**config.mk**
```make
export PLATFORM = sky130hd
export DESIGN_NAME = tx_start_gate
export DESIGN_NICKNAME = d
export VERILOG_FILES = /design/src/rtl/tsg_pkg.sv /design/src/rtl/tsg_level.sv /design/src/rtl/tsg_seq.sv /design/src/rtl/tx_start_gate.sv
export SDC_FILE = /design/constraint.sdc
export NUM_CORES = 1
export LEC_CHECK = 0
export BUFFER_PORTS_ARGS = -buffer_cell sky130_fd_sc_hd__buf_2
export CORE_AREA = 8 8 45 47
export CTS_CLUSTER_SIZE = 14
export DETAILED_ROUTE_END_ITERATION = 10
export DIE_AREA = 0 0 53 55
export SETUP_SLACK_MARGIN = 0.05
export SYNTH_ARGS = -nofsm -noshare
export SYNTH_HDL_FRONTEND = slang
export SYNTH_SLANG_ARGS = --single-unit
```
**constraint.sdc**
```tcl
create_clock -name clk_i -period 1.27 [get_ports clk_i]
set_input_delay 0.0635 -clock clk_i [delete_from_list [all_inputs] [get_ports clk_i]]
set_output_delay 0.0635 -clock clk_i [all_outputs]
set_load 0.02 [all_outputs]
```
**src/rtl/tsg_pkg.sv**
```systemverilog
package tsg_pkg;
  typedef enum logic {ST_ARMED = 1'b0, ST_BUSY = 1'b1} tsg_state_e;
  localparam int unsigned CODE_N    = 4;
  localparam logic [1:0]  CODE_FULL = 2'd3;
endpackage

```
**src/rtl/tsg_level.sv**
```systemverilog
module tsg_level import tsg_pkg::*; #(
  parameter int unsigned CNT_W = 11,
  parameter int unsigned THR0  = 4,
  parameter int unsigned THR1  = 64,
  parameter int unsigned THR2  = 128
) (
  input  logic [1:0]       code_i,
  input  logic             no_uflow_i,
  input  logic [CNT_W-1:0] bytes_i,
  input  logic             eop_i,
  input  logic             fetched_i,
  output logic             go_o
);
  localparam logic [CNT_W-1:0] THR_TAB [CODE_N-1] = '{CNT_W'(THR0), CNT_W'(THR1), CNT_W'(THR2)};

  logic [CODE_N-1:0] hit;
  logic              lvl_met;

  for (genvar g = 0; g < CODE_N - 1; g++) begin : g_cmp
    assign hit[g] = bytes_i >= THR_TAB[g];
  end
  // full-packet code never compares bytes
  assign hit[CODE_N-1] = 1'b0;

  always_comb begin
    if (code_i == CODE_FULL && no_uflow_i) lvl_met = eop_i || hit[0];
    else                                   lvl_met = eop_i || hit[code_i];
  end

  assign go_o = lvl_met && (!no_uflow_i || fetched_i);

  always_comb begin
    if (go_o && !eop_i) assert_min_bytes_R3: assert (bytes_i >= CNT_W'(THR0));
    if (go_o && code_i == CODE_FULL && !no_uflow_i) assert_full_needs_eop_R5: assert (eop_i);
  end
endmodule

```
**src/rtl/tsg_seq.sv**
```systemverilog
module tsg_seq import tsg_pkg::*; (
  input  logic clk_i,
  input  logic rst_ni,
  input  logic pending_i,
  input  logic go_i,
  input  logic done_i,
  output logic start_o
);
  tsg_state_e state_q, state_d;
  logic       fire;

  assign fire = (state_q == ST_ARMED) && pending_i && go_i;

  always_comb begin
    state_d = state_q;
    unique case (state_q)
      ST_ARMED: if (fire)   state_d = ST_BUSY;
      ST_BUSY:  if (done_i) state_d = ST_ARMED;
      default:              state_d = ST_ARMED;
    endcase
  end

  always_ff @(posedge clk_i or negedge rst_ni) begin
    if (!rst_ni) begin
      state_q <= ST_ARMED;
      start_o <= 1'b0;
    end else begin
      state_q <= state_d;
      start_o <= fire;
    end
  end

  assert_single_pulse_R8: assert property (@(posedge clk_i) disable iff (!rst_ni)
    start_o |=> !start_o);
  assert_busy_holds_R8: assert property (@(posedge clk_i) disable iff (!rst_ni)
    (state_q == ST_BUSY && !done_i) |=> !start_o);
  assert_needs_pending_R10: assert property (@(posedge clk_i) disable iff (!rst_ni)
    !pending_i |=> !start_o);
endmodule

```
**src/rtl/tx_start_gate.sv**
```systemverilog
module tx_start_gate #(
  parameter int unsigned CNT_W = 11,
  parameter int unsigned THR0  = 4,
  parameter int unsigned THR1  = 64,
  parameter int unsigned THR2  = 128
) (
  input  logic             clk_i,
  input  logic             rst_ni,
  input  logic [1:0]       start_code_i,
  input  logic             no_uflow_i,
  input  logic [CNT_W-1:0] fifo_bytes_i,
  input  logic             eop_in_fifo_i,
  input  logic             pkt_fetched_i,
  input  logic             pkt_pending_i,
  input  logic             tx_done_i,
  output logic             start_o
);
  logic go;

  tsg_level #(.CNT_W(CNT_W), .THR0(THR0), .THR1(THR1), .THR2(THR2)) u_level (
    .code_i     (start_code_i),
    .no_uflow_i (no_uflow_i),
    .bytes_i    (fifo_bytes_i),
    .eop_i      (eop_in_fifo_i),
    .fetched_i  (pkt_fetched_i),
    .go_o       (go)
  );

  tsg_seq u_seq (
    .clk_i     (clk_i),
    .rst_ni    (rst_ni),
    .pending_i (pkt_pending_i),
    .go_i      (go),
    .done_i    (tx_done_i),
    .start_o   (start_o)
  );

  assert_nu_fetched_R6: assert property (@(posedge clk_i) disable iff (!rst_ni)
    (no_uflow_i && !pkt_fetched_i) |=> !start_o);
  assert_start_level_R3: assert property (@(posedge clk_i) disable iff (!rst_ni)
    (!eop_in_fifo_i && fifo_bytes_i < CNT_W'(THR0)) |=> !start_o);
endmodule

```
==> impl_metrics.csv <==
group,metric,value,unit
outcome,outcome,"finished clean",
logic_synthesis,synth_cell_types,14,
clock_network,cts_buffers,3,
logic_synthesis,avgSynthCellArea,9.05,sq um
global_route,antenna_found_initial,0,
sta,rsz0062_at_grt,"false",
logic_synthesis,synth_common_cells,"2 x dfrtp_1, 2 x nand2b_1, 2 x or4_1",
logic_synthesis,ys_ff_latch,2,
clock_network,cts_max_level,1,
clock_network,cts_tree,"done",
die,dieArea,2920,sq um
drt,dr_total_vias,197,
global_route,grt_start_max_net_pins,4,
die,pin_count,21,
die,die_h,55,um
logic_synthesis,synthCells,17,
sta,post-route-period-util,80.6,%
cells_and_area,nets,61,
critical_path,crit_arrival,1160,ps
cells_and_area,fin_area,297,sq um
place,io_buffer_count,18,
logic_synthesis,synth-seq-area-share,32.5,%
clock_network,root_buffer,"clkbuf_4",
cells_and_area,syn2layout_area_growth,92.7,%
power_and_ir_drop,power_density,977,nW/um^2
die,coreArea,1380,sq um
critical_path,cp_data_required_time,1410,ps
critical_path,cp-end-kind,"register",
cells_and_area,fin_cells,55,
critical_path,crit_fanout,3,
place,gp_congestion,0.662,
die,initial_core_util,11.1,%
sta,finalClockSkew,1.71,ps
clock_network,numClockSinks,2,
drt,firstDrtPassIters,1,
logic_synthesis,syn_area,154,sq um
run,max_cap_violations,0,
critical_path,cp-start-kind,"register",
sta,period_needed,1020,ps
clock_network,post_cts_buffers,0,
die,row_count,14,
critical_path,critical_path_class,"reg -> reg",
drt,wl,535,um
drt,ant_nets,0,
clock_network,cts-resized-gates,0,
drt,wl_per_cell,9.73,um
power_and_ir_drop,p_leak,0.000147,uW
critical_path,r2r_cells,2,
sta,finalWorstSetupSlack,246,ps
logic_synthesis,syn-num-nets,37,
drt,drt_iter0_drc,0,
global_route,grt_pass1_wl,834,um
sta,setup_tns,0,ps
cells_and_area,drive_above_1_share,56.4,%
logic_synthesis,synth-main-ff-cell,"dfrtp_1",
sta,slew_viol_final,0,
place,place_ws,164,ps
sta,fmax,0.977,GHz
die,die_x,53,um
sta,worst_slew_pin_slew,323,ps
place,post-place-cells,51,
clock_network,clk_pin_slew,30,ps
logic_synthesis,synth_top_area_share,32.5,%
global_route,overflow,0,
sta,timing.final.hold_violations,0,
cells_and_area,n_antenna_cell,0,
clock_network,clockBufferDepth,2,
hold_path,min_path_cells,3,
power_and_ir_drop,ir_worst_vdd,183,uV
drt,via_per_inst,3.58,
logic_synthesis,async_reset_ff_share,100,%
logic_synthesis,yosysWarnings,0,
logic_synthesis,yosys.area.top_type,"dfrtp_1",
sta,slew_headroom,78.2,%
global_route,grt_use_total,4.43,%
global_route,grt_pass1_vias,217,
place,dpl_cell_area,264,sq um
clock_network,clock_latency,220,ps
hold_path,hold_class,"in -> reg",
sta,setup_viol,0,
drt,drc,0,
logic_synthesis,synth_edf_count,0,
logic_synthesis,ys_top_cells_by_area,"dfrtp_1 33%, nor4b_2 9.8%, or4_1 9.8%",
## worst paths after layout
path                       slack [ps]             to          start
max                               250  u_seq.start_o  u_seq.state_q
min                               100  u_seq.state_q      tx_done_i
max reg2reg                       250  u_seq.start_o  u_seq.state_q
min reg2reg                       500  u_seq.state_q  u_seq.state_q
max in group asynchronous        1020  u_seq.start_o         rst_ni
min in group asynchronous         150  u_seq.state_q         rst_ni
## sequential cells by signal (all words and copies together), names as in the netlist
| name | count |
|---|---|
| u_seq.state_q | 1 |
| u_seq.start_o | 1 |
## through the flow
stage,hold WS [ps],power [uW],utilization [%]
after floorplan,-232,114,-
after global placement,-151,148,19.1
after detailed placement,-151,149,19.1
after CTS,102,301,21.4
after global routing,134,314,21.4
final,104,290,21.4
## kinds of logic after synthesis
group | Yosys count | share of synthesized area (%)
buffers and inverters | 1 | 2.44
AO/OA/AOI/OAI | 4 | 16.3
AND/OR/NAND/NOR | 10 | 48.8
flip-flops | 2 | 32.5
## timing repair
item,4_1_cts,5_1_grt
endpoints found under the hold margin,2,0
setup endpoints to repair,0,0
hold buffers,1,0
## area by class of cell
cell class	count	area [sq um]
fill	167	1090
multi-input combinational	14	100
timing repair buffer	19	100
sequential	2	50.0
clock buffer	3	22.5
tap	16	20.0
inverter	1	3.75
## critical path, cell delays in order (launching register included)
cell and delay (ps):
dfrtp_1 370, nor4b_2 340, a21boi_0 220
## cell usage in the layout, fill, tap and decap left out
cell type / n
o21ai_0: 1
or4_1: 2
dfrtp_1: 2
dlygate4sd3_1: 1
inv_1: 1
buf_2: 18
a21oi_1: 1
o211ai_1: 1
nor2_1: 1
nor3b_1: 1
nor4b_2: 1
a21boi_0: 1
nor2b_1: 1
nor4bb_1: 1
nand2b_1: 2
nand3_1: 1
clkbuf_4: 3
## power breakdown
part / switching [uW] / internal [uW] / leakage (uW) / total (uW)
sequential: 5.64 / 75.9 / 0.0000251 / 81.5
clock: 36.7 / 104 / 0.0000138 / 141
combinational: 27.5 / 39.7 / 0.000108 / 67.2
total: 69.8 / 220 / 0.000147 / 290
## layer usage
layer	vias to the layer above	track usage, %	part of all wire, %
met3	2	2.14	17
met1	73	4.57	36
met2	13	4.30	43
met5	-	0	0
li1	109	-	-
met4	0	9.05	3.6
(Power assumes the default switching activity.)
